**src/rtl/scl_period_gen.sv**
```systemverilog
module scl_period_gen #(
  parameter int CW     = 16,
  parameter int MIN_HI = 6,
  parameter int MIN_LO = 8,
  parameter int HI_ADD = 4
) (
  input  logic          clk,
  input  logic          rst_n,
  input  logic          enable,
  input  logic          fast_sel,
  input  logic [CW-1:0] ss_high,
  input  logic [CW-1:0] ss_low,
  input  logic [CW-1:0] fs_high,
  input  logic [CW-1:0] fs_low,
  input  logic          scl_in,
  output logic          scl_pull_low,
  output logic          fall_strobe,
  output logic          sample_strobe
);
  localparam int KW = CW + 1;

  typedef enum logic [1:0] {S_IDLE, S_LOW, S_WAITH, S_HIGH} st_t;
  st_t           st;
  logic [KW-1:0] cnt;
  logic          sync1, sync2;
  logic [CW-1:0] hi_sel, lo_sel;
  logic [KW-1:0] hi_load, lo_load;

  assign hi_sel  = fast_sel ? fs_high : ss_high;
  assign lo_sel  = fast_sel ? fs_low  : ss_low;
  assign hi_load = (hi_sel < CW'(MIN_HI)) ? KW'(MIN_HI + HI_ADD) : ({1'b0, hi_sel} + KW'(HI_ADD));
  assign lo_load = (lo_sel < CW'(MIN_LO)) ? KW'(MIN_LO) : {1'b0, lo_sel};

  always_ff @(posedge clk or negedge rst_n) begin
    if (!rst_n) begin
      st <= S_IDLE; cnt <= '0; sync1 <= 1'b0; sync2 <= 1'b0;
      scl_pull_low <= 1'b0; fall_strobe <= 1'b0; sample_strobe <= 1'b0;
    end else begin
      sync1 <= scl_in;
      sync2 <= sync1;
      fall_strobe   <= 1'b0;
      sample_strobe <= 1'b0;
      if (!enable) begin
        st <= S_IDLE; cnt <= '0; scl_pull_low <= 1'b0;
      end else begin
        unique case (st)
          S_IDLE: begin
            st <= S_LOW; cnt <= lo_load; scl_pull_low <= 1'b1; fall_strobe <= 1'b1;
          end
          S_LOW: begin
            if (cnt == '0) begin
              st <= S_WAITH; scl_pull_low <= 1'b0;
            end else cnt <= cnt - 1'b1;
          end
          S_WAITH: begin
            if (sync2) begin
              st <= S_HIGH; cnt <= hi_load; sample_strobe <= 1'b1;
            end
          end
          S_HIGH: begin
            if (cnt == '0) begin
              st <= S_LOW; cnt <= lo_load; scl_pull_low <= 1'b1; fall_strobe <= 1'b1;
            end else cnt <= cnt - 1'b1;
          end
          default: st <= S_IDLE;
        endcase
      end
    end
  end


  disabled_release_chk: assert property (@(posedge clk) disable iff (!rst_n)
    !enable |=> (!scl_pull_low && !fall_strobe && !sample_strobe));


  fall_in_low_chk: assert property (@(posedge clk) disable iff (!rst_n)
    fall_strobe |-> (scl_pull_low && !sample_strobe));


  fall_single_chk: assert property (@(posedge clk) disable iff (!rst_n)
    fall_strobe |=> !fall_strobe);


  sample_released_chk: assert property (@(posedge clk) disable iff (!rst_n)
    sample_strobe |-> !scl_pull_low);


  sample_after_sync_chk: assert property (@(posedge clk) disable iff (!rst_n)
    $rose(sample_strobe) |-> $past(sync2));


  pull_starts_with_fall_chk: assert property (@(posedge clk) disable iff (!rst_n)
    $rose(scl_pull_low) |-> fall_strobe);
endmodule

```
**config.mk**
```make
export PLATFORM = sky130hd
export DESIGN_NAME = scl_period_gen
export DESIGN_NICKNAME = d
export VERILOG_FILES = /design/src/rtl/scl_period_gen.sv
export SDC_FILE = /design/constraint.sdc
export NUM_CORES = 1
export LEC_CHECK = 0
export ABC_AREA = 1
export BUFFER_PORTS_ARGS = -buffer_cell sky130_fd_sc_hd__clkbuf_2
export CAP_MARGIN = 20
export CORE_MARGIN = 10
export CORE_UTILIZATION = 47
export CTS_BUF_LIST = sky130_fd_sc_hd__clkbuf_4 sky130_fd_sc_hd__clkbuf_8
export DETAILED_ROUTE_END_ITERATION = 7
export PLACE_DENSITY_LB_ADDON = 0.25
export RECOVER_POWER = 50
export SLEW_MARGIN = 20
export SYNTH_ARGS = -nofsm -noshare
export SYNTH_HDL_FRONTEND = slang
export SYNTH_SLANG_ARGS = --single-unit
```
**constraint.sdc**
```tcl
create_clock -name clk -period 3.8 [get_ports clk]
set_input_delay 0.76 -clock clk [delete_from_list [all_inputs] [get_ports clk]]
set_output_delay 0.76 -clock clk [all_outputs]
set_load 0.01 [all_outputs]
```
# == Yosys cells after proc, flatten, opt, wreduce, memory -nomap -nowiden ==
# Cells that the tools add are included.
# op_classes
add_sub_neg,2
magnitude_cmp,2
eq_ne,8
n_mux,24
reduce_logical,5
# op_table
op,count
two-way mux 17 bit,5
one-hot mux 17 bit (4 select lines),1
two-way mux 16 bit,3
"adder 16 x 3 -> 17 bit, second input constant",1
zero test 17 bit,1
"subtractor 17 x 1 -> 17 bit, second input constant",1
"less-than comparator 16 x 3 -> 1 bit, second input constant",1
"less-than comparator 16 x 4 -> 1 bit, second input constant",1
"inequality test 3 bit, second input constant",4
two-way mux 1 bit,8
two-way mux 2 bit,4
one-hot mux 2 bit (4 select lines),1
AND reduction 3 bit,2
"equality test 2 bit, second input constant",2
"inequality test 4 x 1 -> 1 bit, second input constant",1
one-hot mux 1 bit (3 select lines),1
"equality test 2 x 1 -> 1 bit, second input constant",1
zero test 2 bit,1
one-hot mux 1 bit (2 select lines),1
AND reduction 2 bit,1
# word_totals
ff_bits,24
in_bits,69
output_inout_bits,3
elab_cells,48

# == Logic depth before layout (Yosys ltp) ==
# Gate-level depths: netlist of the first run.
# depth
word_depth,6
mapped_depth,14
ltp_nobuf,14

# == Worst setup path after synthesis of the first run ==
# No wires, ideal clock.
# synth_timing
kind,input to register
start,input fast_sel
end,register cnt[6]
setup_ns,0.124
t_arrival_ns,1.886
required_ns,3.676
path_slack_ns,1.790
stages,11
path_buffers,1
cell_sequence,buf_6 > nand2_1 > nand2_1 > ha_1 > nand2_1 > nor2_4 > or2_2 > nand3_1 > nand2_1 > nand2_1 > nand3_1
# synth_between
elab_chain_len,6
word_cells_on_any_way,11
cone_classes,add/sub (1); order compare (2); mux (8)
# synth_lines
item,line,source
from (decl),10,"input logic fast_sel,"
two-way mux 16 bit (on tied branches),"29, 30",
adder 16 x 3 -> 17 bit (tied with other cells),31,"assign hi_load = (hi_sel < CW'(MIN_HI)) ? KW'(MIN_HI + HI_ADD) : ({1'b0, hi_sel} + KW'(HI_ADD));"
two-way mux 17 bit / two-way mux 16 bit (equally long branches),"31, 32",
two-way mux 17 bit (on tied branches),"56, 61",
one-hot mux 17 bit (4 select lines) (*),46,unique case (st)
two-way mux 17 bit (*),43,if (!enable) begin
to (signal assigned),53,end else cnt <= cnt - 1'b1;
to (signal assigned),63,end else cnt <= cnt - 1'b1;
to (decl),24,logic [KW-1:0] cnt;
# Every way passes the cells marked *; elsewhere a longest branch is shown, timed or not. The select of a mux whose other input is x is not followed.
# A chain may end at the register's enable or synchronous reset.

# == Worst setup path after layout of the first run ==
# layout_timing
start,input fast_sel
end,register cnt[16]
# layout_between
elab_chain_len,6
word_cells_on_any_way,7
cone_classes,add/sub (1); order compare (1); mux (5)
# layout_lines
item,line,source
two-way mux 16 bit (*),29,assign hi_sel = fast_sel ? fs_high : ss_high;
adder 16 x 3 -> 17 bit / less-than comparator 16 x 3 -> 1 bit (equally long branches),31,
two-way mux 17 bit (*),31,
two-way mux 17 bit (*),56,if (sync2) begin
one-hot mux 17 bit (4 select lines) (*),46,
two-way mux 17 bit (*),43,
# Marks and branches as above.

==> results of run 1 <==
stage by stage:
step / total power (W) / std cells / cell area, um^2 / hold WS (ns) / utilization
final: 0.00175 / 635 / 3210 / 0.360 / 0.546
after global routing: 0.00195 / 635 / 3210 / 0.383 / 0.546
after CTS: 0.00175 / 635 / 3210 / 0.359 / 0.546
after detailed placement: 0.00158 / 632 / 3170 / 0.340 / 0.539
after global placement: 0.00156 / 632 / 3170 / 0.332 / 0.539
after floorplan: 0.00133 / 498 / 2820 / 0.331 / -
synth_stat cells:
cell	number	area share
sky130_fd_sc_hd__nand2_1	218	0.29
sky130_fd_sc_hd__nor2_1	54	0.072
sky130_fd_sc_hd__inv_1	53	0.071
sky130_fd_sc_hd__nand3_1	49	0.087
sky130_fd_sc_hd__dfrtp_1	24	0.21
sky130_fd_sc_hd__o21ai_0	15	0.027
sky130_fd_sc_hd__ha_1	9	0.040
sky130_fd_sc_hd__a21oi_1	7	0.012
sky130_fd_sc_hd__nor2_4	7	0.028
sky130_fd_sc_hd__buf_6	6	0.024
sky130_fd_sc_hd__nand2_2	6	0.013
sky130_fd_sc_hd__nand3b_1	6	0.016
sky130_fd_sc_hd__nand4_1	6	0.013
sky130_fd_sc_hd__nor2_2	5	0.011
sky130_fd_sc_hd__nor3_1	5	0.0089
sky130_fd_sc_hd__xor2_1	4	0.012
sky130_fd_sc_hd__buf_4	3	0.0080
sky130_fd_sc_hd__nand3_2	3	0.011
sky130_fd_sc_hd__buf_2	2	0.0035
sky130_fd_sc_hd__clkbuf_1	2	0.0027
sky130_fd_sc_hd__inv_2	2	0.0027
sky130_fd_sc_hd__o21bai_1	2	0.0053
sky130_fd_sc_hd__or2_2	2	0.0044
sky130_fd_sc_hd__xnor2_1	2	0.0062
sky130_fd_sc_hd__buf_1	1	0.0013
sky130_fd_sc_hd__nand2_4	1	0.0040
sky130_fd_sc_hd__o211ai_1	1	0.0027
sky130_fd_sc_hd__o21ai_1	1	0.0018
sky130_fd_sc_hd__o21ai_4	1	0.0058
sky130_fd_sc_hd__o31ai_1	1	0.0027
cell usage in the layout, fill, tap and decap left out, types with 7 or more instances in the layout:
cell and instances:
sky130_fd_sc_hd__o21ai_0 15, sky130_fd_sc_hd__inv_1 53, sky130_fd_sc_hd__nand3_1 49, sky130_fd_sc_hd__nor2_4 7, sky130_fd_sc_hd__nor2_1 54, sky130_fd_sc_hd__nand2_1 218, sky130_fd_sc_hd__a21oi_1 7, sky130_fd_sc_hd__dfrtp_1 24
sky130_fd_sc_hd__clkbuf_2 70, sky130_fd_sc_hd__ha_1 9
logic make-up (layout without fill, tap and decap cells):
family	Yosys count	in the layout	share of synthesized area
buffers and inverters	69	131	0.113
DFF	24	24	0.213
AOI/OAI and AO/OA	28	28	0.0572
xor gates and xnor gates	6	6	0.0186
adders and majority gates	9	9	0.0399
and+or+nand+nor	362	362	0.559
layout make-up:
cell class                 count  area (um^2)
inverter                      55          206
clock buffer                   3         41.3
multi-input combinational    405         1900
tap                           75         93.8
timing repair buffer          73          369
fill                         648         2670
sequential                    24          601
state kept, by name, indices dropped and copies added, names as in the netlist:
name / cells
sync1: 1
cnt: 17
sample_strobe: 1
st: 2
sync2: 1
fall_strobe: 1
scl_pull_low: 1
path summary, 6_finish.rpt:
path	startpoint	end	slack, ns	cells past startpoint
setup / recovery	fast_sel	cnt[16]	1.25	12
hold / removal	sync1	sync2	0.36	0
setup reg to reg	st[0]	cnt[3]	1.58	9
hold reg to reg	sync1	sync2	0.36	0
max in group asynchronous	rst_n	cnt[2]	2.17	1
min in group asynchronous	rst_n	sample_strobe	0.79	1
power by group:
| group | internal, W | leakage, nW | total (W) | switching [W] |
|---|---|---|---|---|
| registers | 0.000344 | 0.315 | 0.000441 | 0.0000969 |
| logic | 0.000396 | 1.53 | 0.00115 | 0.000758 |
| clock network | 0.0000710 | 0.0216 | 0.000155 | 0.0000842 |
| total | 0.000811 | 1.86 | 0.00175 | 0.000939 |
metal layers:
metal,vias to the layer above,share of wire,routed length [um]
li1,1671,-,-
met1,1481,0.44,3760
met2,70,0.51,4310
met3,5,0.042,351
met4,0,0.0043,36
met5,-,0,0
==> impl_metrics.sql, run 1 <==
INSERT INTO impl_metrics (metric_group, metric, value, unit) VALUES
('status', 'run_status', 'complete, no violations', ''),
('yosys', 'ys_seq_area_frac', '0.213', ''),
('floorplanning', 'initial_cell_density_of_the_core', '0.479', ''),
('sta', 'maxClockFrequency', '0.392', 'GHz'),
('floorplanning', 'ioPinCount', '72', ''),
('cts', 'clock_h_tree_levels', '1', ''),
('critical_path', 'timing.critical_path.fanout_max', '39', ''),
('global_routing', 'grt_util_met2', '0.307', ''),
('critical_path', 'crit_path_frequent_cell', 'sky130_fd_sc_hd__nand2_1', ''),
('global_routing', 'overflow', '0', ''),
('sta', 'post-route-min-period', '2.55', 'ns'),
('placed_design', 'routabilityCongestion', '0.901', ''),
('route', 'vias', '3227', ''),
('cts', 'clock_tree_from_tritoncts', 'done', ''),
('sta', 'rsz_0062_raised_after_global_routing', 'no', ''),
('floorplanning', 'floorplan.die_area', '9500', 'um^2'),
('route', 'viasPerCell', '5.08', ''),
('job', 'max-cap-violations', '0', ''),
('global_routing', 'grt_use_met1', '0.214', ''),
('critical_path', 'timing.setup.critical_path_class', 'input port to register', ''),
('yosys', 'yosysWarnings', '0', ''),
('floorplanning', 'rows', '28', ''),
('yosys', 'yosys_register_bits', '24', ''),
('sta', 'final-max-slew-violation-count', '0', ''),
('min_path', 'path_class_of_the_lowest_slack_min_delay_path', 'register to register', ''),
('route', 'dr.first_iter.drc_count', '274', ''),
('critical_path', 'kind_of_end_point_of_the_critical_path', 'register', ''),
('global_routing', 'first_global_vias', '3043', ''),
('global_routing', 'grtUsageTotal', '0.170', ''),
('sta', 'hold_viol', '0', ''),
('route', 'drt.antenna.violating_nets', '0', ''),
('route', 'drt_first_pass_iters', '4', ''),
('global_routing', 'global_route.peak_usage_layer', 'met2', ''),
('floorplanning', 'die-height', '97.5', 'um'),
('cts', 'cts-resized-gates', '0', ''),
('global_routing', 'grt_first_pass_wirelength', '14.0', 'mm'),
('critical_path', 'timing.critical_path.required', '4.01', 'ns'),
('cts', 'tritoncts.num_buffers', '3', ''),
('critical_path', 'timing.critical_path.cells', 'clkbuf_2 -> buf_4 -> inv_2 -> nand2_1 -> nand2_1 -> ha_1 -> nand2_1 -> nor3_1 -> nand4_1 -> nand3_1 -> nand2_1 -> nand2_1', ''),
('global_routing', 'grt_antenna_before_repair', '0', ''),
('critical_path', 'timing.critical_path.buf_inv', '3', ''),
('route', 'drt-wirelength-per-cell', '13.3', 'um'),
('sta', 'setup-violations-final', '0', ''),
('final_layout', 'nNetsFinal', '640', ''),
('floorplanning', 'core_area', '5890', 'um^2'),
('sta', 'final.setup.worst_slack', '1.25', 'ns'),
('critical_path', 'timing.critical_path.max_delay_family', 'simple AND/OR/NAND/NOR gates', ''),
('placed_design', 'detailedPlacementHpwl', '6.77', 'mm'),
('cts', 'clock_insertion_delay_worst_skew', '0.27', 'ns'),
('yosys', 'netlist-cell-type-count', '30', ''),
('cts', 'cts.path.max_buffers', '2', ''),
('cts', 'post-cts-setup-buffers', '0', ''),
('yosys', 'synthesis.nets', '576', ''),
('cts', 'clock_pin_transition_on_the_worst_setup_and_hold_timing_paths', '0.08', 'ns'),
('cts', 'cts_hold_buf', '0', ''),
('power', 'worst_ir_drop_on_vdd', '0.498', 'mV'),
('sta', 'tightest_slew', '1.40', 'ns'),
('route', 'drc', '0', ''),
('route', 'routed_wire_length', '8.45', 'mm'),
('sta', 'finalCritPeriodShare', '0.672', ''),
('final_layout', 'flow.area_growth_from_synthesis', '13.9', '%'),
('floorplanning', 'chipWidth', '97.5', 'um'),
('yosys', 'syn_avg_cell_area', '5.66', 'um^2'),
('critical_path', 'worst_path_largest_cell_delay', '0.38', 'ns'),
('sta', 'slew_headroom', '0.0635', ''),
('final_layout', 'insertedDiodeCount', '0', ''),
('critical_path', 'slowest_stage', 'sky130_fd_sc_hd__inv_2', ''),
('placed_design', 'numPortBuffers', '71', ''),
('cts', 'cts.root.buffer_cell', 'sky130_fd_sc_hd__clkbuf_8', ''),
('final_layout', 'post_route_cells_drive_above_1_share', '0.182', ''),
('power', 'powerDensity', '545', 'nW/um^2'),
('yosys', 'syn_area', '2820', 'um^2'),
('critical_path', 'cp-start-kind', 'input port', ''),
('global_routing', 'use_met3', '0.0256', ''),
('yosys', 'postSynthCellCount', '498', ''),
('placed_design', 'pre_cts_slack', '0.987', 'ns'),
('cts', 'cts_num_sinks', '24', ''),
('power', 'static-leakage-power', '1.86', 'nW'),
('global_routing', 'maximum_number_of_pins_on_one_net_before_global_route_repair', '40', ''),
('critical_path', 'cp_data_arrival_time', '2.76', 'ns'),
('sta', 'timing.clock.skew', '0.0100', 'ns'),
('sta', 'setup_tns', '0', 'ns');
Note: power is estimated with default switching activity, not from simulation.
==> run 2: changes to the inputs <==
- clock period: 3.8 -> 2.42 ns (I/O delays scaled with it)
==> run 2 against run 1 <==
Effect of this change:
- flip-flop and latch count unchanged
- sequential share of layout area down 0.25 points
- routed wire length down 3.6%
- sequential power up 58%
- first-iteration DRC count down 9.5%
- hold slack worse by 0.047 ns
- largest cell class unchanged
==> impl_metrics.sql, run 2 (synthesis results as in run 1) <==
INSERT INTO impl_metrics (metric_group, metric, value, unit) VALUES
('sta', 'post-route-min-period', '1.97', 'ns'),
('route', 'drt_first_pass_iters', '5', ''),
('final_layout', 'insertedDiodeCount', '0', ''),
('sta', 'final-max-slew-violation-count', '0', ''),
('floorplanning', 'core_area', '5890', 'um^2'),
('placed_design', 'routabilityCongestion', '0.909', ''),
('route', 'viasPerCell', '4.96', ''),
('critical_path', 'timing.critical_path.cells', 'inv_1 -> ha_1 -> inv_1 -> nor2_1 -> nand2_1 -> nor2_4 -> nand2_4 -> o21ai_4 -> inv_2 -> nor2_4 -> nand3_1 -> nand3_1', ''),
('critical_path', 'cp-start-kind', 'register', ''),
('global_routing', 'first_global_vias', '3079', ''),
('global_routing', 'grt_first_pass_wirelength', '13.6', 'mm'),
('status', 'run_status', 'complete, no violations', ''),
('route', 'drc', '0', ''),
('critical_path', 'timing.critical_path.fanout_max', '12', ''),
('critical_path', 'timing.setup.critical_path_class', 'register to register', ''),
('cts', 'cts_num_sinks', '24', ''),
('sta', 'hold_viol', '0', ''),
('cts', 'clock_h_tree_levels', '1', ''),
('floorplanning', 'initial_cell_density_of_the_core', '0.479', ''),
('floorplanning', 'floorplan.die_area', '9500', 'um^2'),
('route', 'vias', '3174', ''),
('cts', 'post-cts-setup-buffers', '0', ''),
('cts', 'clock_tree_from_tritoncts', 'done', ''),
('sta', 'maxClockFrequency', '0.507', 'GHz'),
('sta', 'timing.clock.skew', '0.00325', 'ns'),
('placed_design', 'detailedPlacementHpwl', '6.78', 'mm'),
('floorplanning', 'rows', '28', ''),
('power', 'worst_ir_drop_on_vdd', '0.569', 'mV'),
('cts', 'cts.path.max_buffers', '2', ''),
('power', 'totalPowerFinal', '0.00277', 'W'),
('global_routing', 'grt_antenna_before_repair', '0', ''),
('cts', 'cts-resized-gates', '0', ''),
('floorplanning', 'die-height', '97.5', 'um'),
('final_layout', 'nNetsFinal', '644', ''),
('sta', 'tightest_slew', '1.32', 'ns'),
('cts', 'cts.root.buffer_cell', 'sky130_fd_sc_hd__clkbuf_8', ''),
('sta', 'slew_headroom', '0.123', ''),
('final_layout', 'mostFrequentLayoutCell', 'sky130_fd_sc_hd__nand2_1', ''),
('critical_path', 'timing.critical_path.required', '2.63', 'ns'),
('critical_path', 'worst_path_largest_cell_delay', '0.39', 'ns'),
('cts', 'clock_pin_transition_on_the_worst_setup_and_hold_timing_paths', '0.09', 'ns'),
('final_layout', 'flow.area_growth_from_synthesis', '15.5', '%'),
('final_layout', 'largestRegisters', 'cnt (17), st (2)', ''),
('placed_design', 'numPortBuffers', '71', ''),
('cts', 'cts_hold_buf', '0', ''),
('route', 'drt-wirelength-per-cell', '12.7', 'um'),
('final_layout', 'layout_common_cells', 'sky130_fd_sc_hd__nand2_1, sky130_fd_sc_hd__clkbuf_2, sky130_fd_sc_hd__nor2_1', ''),
('floorplanning', 'chipWidth', '97.5', 'um'),
('final_layout', 'registers.top_by_ff_count', 'cnt', ''),
('global_routing', 'grtUsageTotal', '0.164', ''),
('final_layout', 'largest_reg_flops', '17', ''),
('global_routing', 'maximum_number_of_pins_on_one_net_before_global_route_repair', '26', ''),
('final_layout', 'filler_cell_count', '624', ''),
('sta', 'rsz_0062_raised_after_global_routing', 'no', ''),
('route', 'drt.antenna.violating_nets', '0', ''),
('min_path', 'path_class_of_the_lowest_slack_min_delay_path', 'input port to register', ''),
('floorplanning', 'ioPinCount', '72', ''),
('sta', 'setup-violations-final', '0', ''),
('critical_path', 'kind_of_end_point_of_the_critical_path', 'register', ''),
('cts', 'tritoncts.num_buffers', '3', ''),
('final_layout', 'post_route_cells_drive_above_1_share', '0.189', ''),
('sta', 'fin_worst_hold_slack', '0.312', 'ns'),
('critical_path', 'cp_data_arrival_time', '2.18', 'ns'),
('critical_path', 'slowest_stage', 'sky130_fd_sc_hd__dfrtp_1', ''),
('route', 'routed_wire_length', '8.15', 'mm'),
('cts', 'clock_insertion_delay_worst_skew', '0.27', 'ns'),
('power', 'powerDensity', '851', 'nW/um^2'),
('job', 'max-cap-violations', '0', ''),
('route', 'dr.first_iter.drc_count', '248', ''),
('sta', 'setup_tns', '0', 'ns'),
('power', 'static-leakage-power', '1.89', 'nW'),
('sta', 'finalCritPeriodShare', '0.815', ''),
('global_routing', 'overflow', '0', '');
## run 2: stage by stage
step / util / std cells / setup slack [ns] / instance area (um^2)
3_5_place_dp: 0.544 / 636 / 0.300 / 3200
2_1_floorplan: - / 498 / 0.686 / 2820
3_3_place_gp: 0.544 / 636 / 0.369 / 3200
4_1_cts: 0.554 / 640 / 0.464 / 3260
6_report: 0.553 / 640 / 0.448 / 3260
5_1_grt: 0.553 / 640 / 0.285 / 3260
## run 2: report_power, final
part | internal [W] | total, W | switching [W]
combinational | 0.000629 | 0.00179 | 0.00116
sequential | 0.000540 | 0.000697 | 0.000157
clock | 0.000146 | 0.000284 | 0.000138
## run 2: final cells by class
class | instances | area (um^2) | share of cell area
Sequential cell | 24 | 601 | 0.184
Inverter | 55 | 206 | 0.0634
Clock buffer | 4 | 55.1 | 0.0169
Multi-Input combinational cell | 405 | 1900 | 0.584
Tap cell | 75 | 93.8 | 0.0288
Timing Repair Buffer | 77 | 399 | 0.123
## run 2: path summary, 6_finish.rpt
| check | startpoint | endpoint | slack, ns | cells past startpoint |
|---|---|---|---|---|
| setup / recovery | cnt[0] | cnt[2] | 0.45 | 12 |
| hold reg to reg | sync1 | sync2 | 0.36 | 0 |
| hold / removal | scl_in | sync1 | 0.31 | 1 |
| min in group asynchronous | rst_n | cnt[15] | 0.48 | 1 |
| max in group asynchronous | rst_n | cnt[3] | 1.17 | 1 |
| setup reg to reg | cnt[0] | cnt[2] | 0.45 | 12 |
## run 2: metal layers
layer,up-vias,GRT usage,part of all wire
met3,12,0.0284,0.041
met2,81,0.294,0.50
met4,0,0.0313,0.013
met5,-,0,0
met1,1405,0.199,0.45
li1,1676,-,-
## run 2: critical path, delay by kind of cell, from the launching register on
| family | cells | cell delay, ns |
|---|---|---|
| simple gates | 7 | 0.91 |
| fa+ha+maj | 1 | 0.18 |
| flops | 1 | 0.39 |
| buf+inv | 3 | 0.25 |
| compound gates | 1 | 0.20 |
==> run 3: changes to the inputs <==
- clock period: 2.42 -> 1.6 ns (I/O delays scaled with it)
==> run 3 against run 2 <==
Effect of this change:
- clock-buffer cell count shrank 1
- sequential share of layout area is 3.8 points lower
- register-to-register slack worse by 0.62 ns
- critical path depth rose by 1
- setup slack got worse by 0.62 ns
- clock skew is 0.0050 ns higher
- via count is 14% higher
- fmax up 11%
- clock power up 96%
- the flow now finishes with violations (setup timing)
==> impl_metrics.sql, run 3 (synthesis results as in run 1) <==
INSERT INTO impl_metrics (metric_group, metric, value, unit) VALUES
('status', 'run_status', 'finished, violations left', ''),
('status', 'failed_checks', 'setup timing', ''),
('final_layout', 'nNetsFinal', '723', ''),
('critical_path', 'cp-start-kind', 'register', ''),
('min_path', 'hold-path-cell-count', '1', ''),
('global_routing', 'grtUsageTotal', '0.183', ''),
('critical_path', 'timing.setup.critical_path_class', 'register to register', ''),
('placed_design', 'routabilityCongestion', '0.926', ''),
('cts', 'clock_pin_transition_on_the_worst_setup_and_hold_timing_paths', '0.10', 'ns'),
('route', 'drt.antenna.violating_nets', '0', ''),
('sta', 'timing.clock.skew', '0.00824', 'ns'),
('cts', 'clock_tree_from_tritoncts', 'done', ''),
('floorplanning', 'rows', '28', ''),
('sta', 'post-route-min-period', '1.77', 'ns'),
('min_path', 'worstHoldStart', 'scl_in', ''),
('final_layout', 'post_route_cells_drive_above_1_share', '0.337', ''),
('job', 'max-cap-violations', '0', ''),
('global_routing', 'grt_antenna_before_repair', '0', ''),
('power', 'static-leakage-power', '2.35', 'nW'),
('route', 'drt_first_pass_iters', '6', ''),
('sta', 'finalCritPeriodShare', '1.11', ''),
('cts', 'tritoncts.num_buffers', '3', ''),
('global_routing', 'maximum_number_of_pins_on_one_net_before_global_route_repair', '26', ''),
('route', 'vias', '3615', ''),
('critical_path', 'cp_data_arrival_time', '1.94', 'ns'),
('min_path', 'path_class_of_the_lowest_slack_min_delay_path', 'input port to register', ''),
('route', 'viasPerCell', '5.03', ''),
('floorplanning', 'chipWidth', '97.5', 'um'),
('global_routing', 'grt_first_pass_wirelength', '15.2', 'mm'),
('critical_path', 'kind_of_end_point_of_the_critical_path', 'register', ''),
('sta', 'setup-violations-final', '20', ''),
('cts', 'cts.root.buffer_cell', 'sky130_fd_sc_hd__clkbuf_8', ''),
('cts', 'cts.path.max_buffers', '2', ''),
('sta', 'tightest_slew', '1.42', 'ns'),
('critical_path', 'rr_startpoint', 'cnt[0]', ''),
('placed_design', 'detailedPlacementHpwl', '7.34', 'mm'),
('global_routing', 'first_global_vias', '3465', ''),
('sta', 'final.setup.worst_slack', '-0.174', 'ns'),
('floorplanning', 'die-height', '97.5', 'um'),
('final_layout', 'largest_reg_flops', '17', ''),
('floorplanning', 'ioPinCount', '72', ''),
('sta', 'final-max-slew-violation-count', '0', ''),
('cts', 'clock_insertion_delay_worst_skew', '0.28', 'ns'),
('sta', 'hold_viol', '0', ''),
('placed_design', 'placed_area', '3830', 'um^2'),
('min_path', 'hold-path-endpoint', 'sync1', ''),
('final_layout', 'layout_common_cells', 'sky130_fd_sc_hd__nand2_1, sky130_fd_sc_hd__buf_4, sky130_fd_sc_hd__clkbuf_2', ''),
('sta', 'maxClockFrequency', '0.564', 'GHz'),
('power', 'totalPowerFinal', '0.00583', 'W'),
('final_layout', 'flow.area_growth_from_synthesis', '45.1', '%'),
('route', 'dr.first_iter.drc_count', '230', ''),
('floorplanning', 'core_area', '5890', 'um^2'),
('power', 'powerDensity', '1420', 'nW/um^2'),
('cts', 'cts_hold_buf', '0', ''),
('final_layout', 'finish.utilization', '0.695', ''),
('critical_path', 'timing.rr.end', 'cnt[10]', ''),
('route', 'routed_wire_length', '9.31', 'mm'),
('critical_path', 'r2r_slack', '-0.17', 'ns'),
('critical_path', 'timing.critical_path.required', '1.76', 'ns'),
('global_routing', 'overflow', '0', ''),
('cts', 'clock_h_tree_levels', '1', ''),
('route', 'drt-wirelength-per-cell', '12.9', 'um'),
('critical_path', 'timing.critical_path.fanout_max', '8', ''),
('placed_design', 'numPortBuffers', '71', ''),
('sta', 'slew_headroom', '0.0549', ''),
('final_layout', 'design_area', '4090', 'um^2'),
('critical_path', 'r2r.worst_path.cells', '13', ''),
('final_layout', 'largestRegisters', 'cnt (17), st (2)', ''),
('floorplanning', 'initial_cell_density_of_the_core', '0.479', ''),
('power', 'worst_ir_drop_on_vdd', '1.06', 'mV'),
('cts', 'cts_num_sinks', '24', ''),
('final_layout', 'filler_cell_count', '514', ''),
('floorplanning', 'floorplan.die_area', '9500', 'um^2'),
('sta', 'rsz_0062_raised_after_global_routing', 'yes', ''),
('final_layout', 'mostFrequentLayoutCell', 'sky130_fd_sc_hd__nand2_1', ''),
('final_layout', 'registers.top_by_ff_count', 'cnt', ''),
('final_layout', 'insertedDiodeCount', '0', ''),
('route', 'drc', '0', ''),
('placed_design', 'pre_cts_slack', '-0.292', 'ns');
-- run 3: changes by cell type in the layout (fill, tap and decap cells not counted), moves of 5 or more --
cell	delta
sky130_fd_sc_hd__nand3_2	+8
sky130_fd_sc_hd__nand3_1	-11
sky130_fd_sc_hd__nand2_2	+5
sky130_fd_sc_hd__nand2_1	-5
sky130_fd_sc_hd__buf_4	+73
-- run 3: layout make-up --
type	instances	area, um^2	share of cell area
Clock buffer	3	41.3	0.0101
Clock inverter	1	30.0	0.00734
Inverter	55	206	0.0505
Multi-Input combinational cell	406	2080	0.509
Sequential cell	24	601	0.147
Tap cell	75	93.8	0.0229
Timing Repair Buffer	155	1040	0.254
-- run 3: routing by layer --
layer,vias to the layer above,global-route usage,wire [um]
li1,1839,-,-
met1,1648,0.211,3850
met2,115,0.341,4870
met3,13,0.0334,487
met4,0,0.0358,110
met5,-,0,0
-- run 3: through the flow --
stage | TNS [ns] | hold WS [ns] | instances
after floorplan | -0.0349 | 0.0244 | 498
after global placement | -3.01 | 0.332 | 709
after detailed placement | -4.24 | 0.342 | 709
after CTS | -2.23 | 0.0741 | 715
after global routing | -5.00 | 0.129 | 719
final | -2.89 | 0.141 | 719
-- run 3: where the power goes --
part           internal [W]  leakage (nW)  switching, W  total [W]
Sequential         0.000817         0.315      0.000165   0.000981
Combinational       0.00190          2.00       0.00239    0.00429
Clock              0.000335        0.0357      0.000222   0.000558
Total               0.00306          2.35       0.00277    0.00583
-- run 3: critical path: stages, from the launching register on --
cell                      delay, ns
sky130_fd_sc_hd__dfrtp_1       0.40
sky130_fd_sc_hd__inv_2         0.09
sky130_fd_sc_hd__ha_4          0.13
sky130_fd_sc_hd__inv_2         0.03
sky130_fd_sc_hd__nor2_1        0.07
sky130_fd_sc_hd__nand2_1       0.09
sky130_fd_sc_hd__nor2_4        0.15
sky130_fd_sc_hd__nand2_4       0.08
sky130_fd_sc_hd__nand2_1       0.16
sky130_fd_sc_hd__nand2_4       0.11
sky130_fd_sc_hd__o21ai_1       0.11
sky130_fd_sc_hd__nand2_1       0.08
sky130_fd_sc_hd__nand2_1       0.07
sky130_fd_sc_hd__nand3_1       0.08
-- run 3: repair_timing --
| item | in CTS | in global routing |
|---|---|---|
| gates cloned | 0 | 1 |
| setup endpoints to repair | 20 | 21 |
| resized for setup | 19 | 17 |
| pin swaps | 4 | 4 |
| setup buffers | 2 | 3 |
-- run 3: worst max path at each step --
stage / startpoint / slack [ns] / cells past startpoint / to
2_1_floorplan: cnt[0] / -0.01 / 13 / cnt[4]
3_3_place_gp: fast_sel / -0.23 / 9 / cnt[7]
3_5_place_dp: fast_sel / -0.29 / 9 / cnt[4]
4_1_cts: cnt[0] / -0.15 / 13 / cnt[0]
5_1_grt: cnt[0] / -0.27 / 13 / cnt[8]
6_report: cnt[0] / -0.17 / 13 / cnt[10]
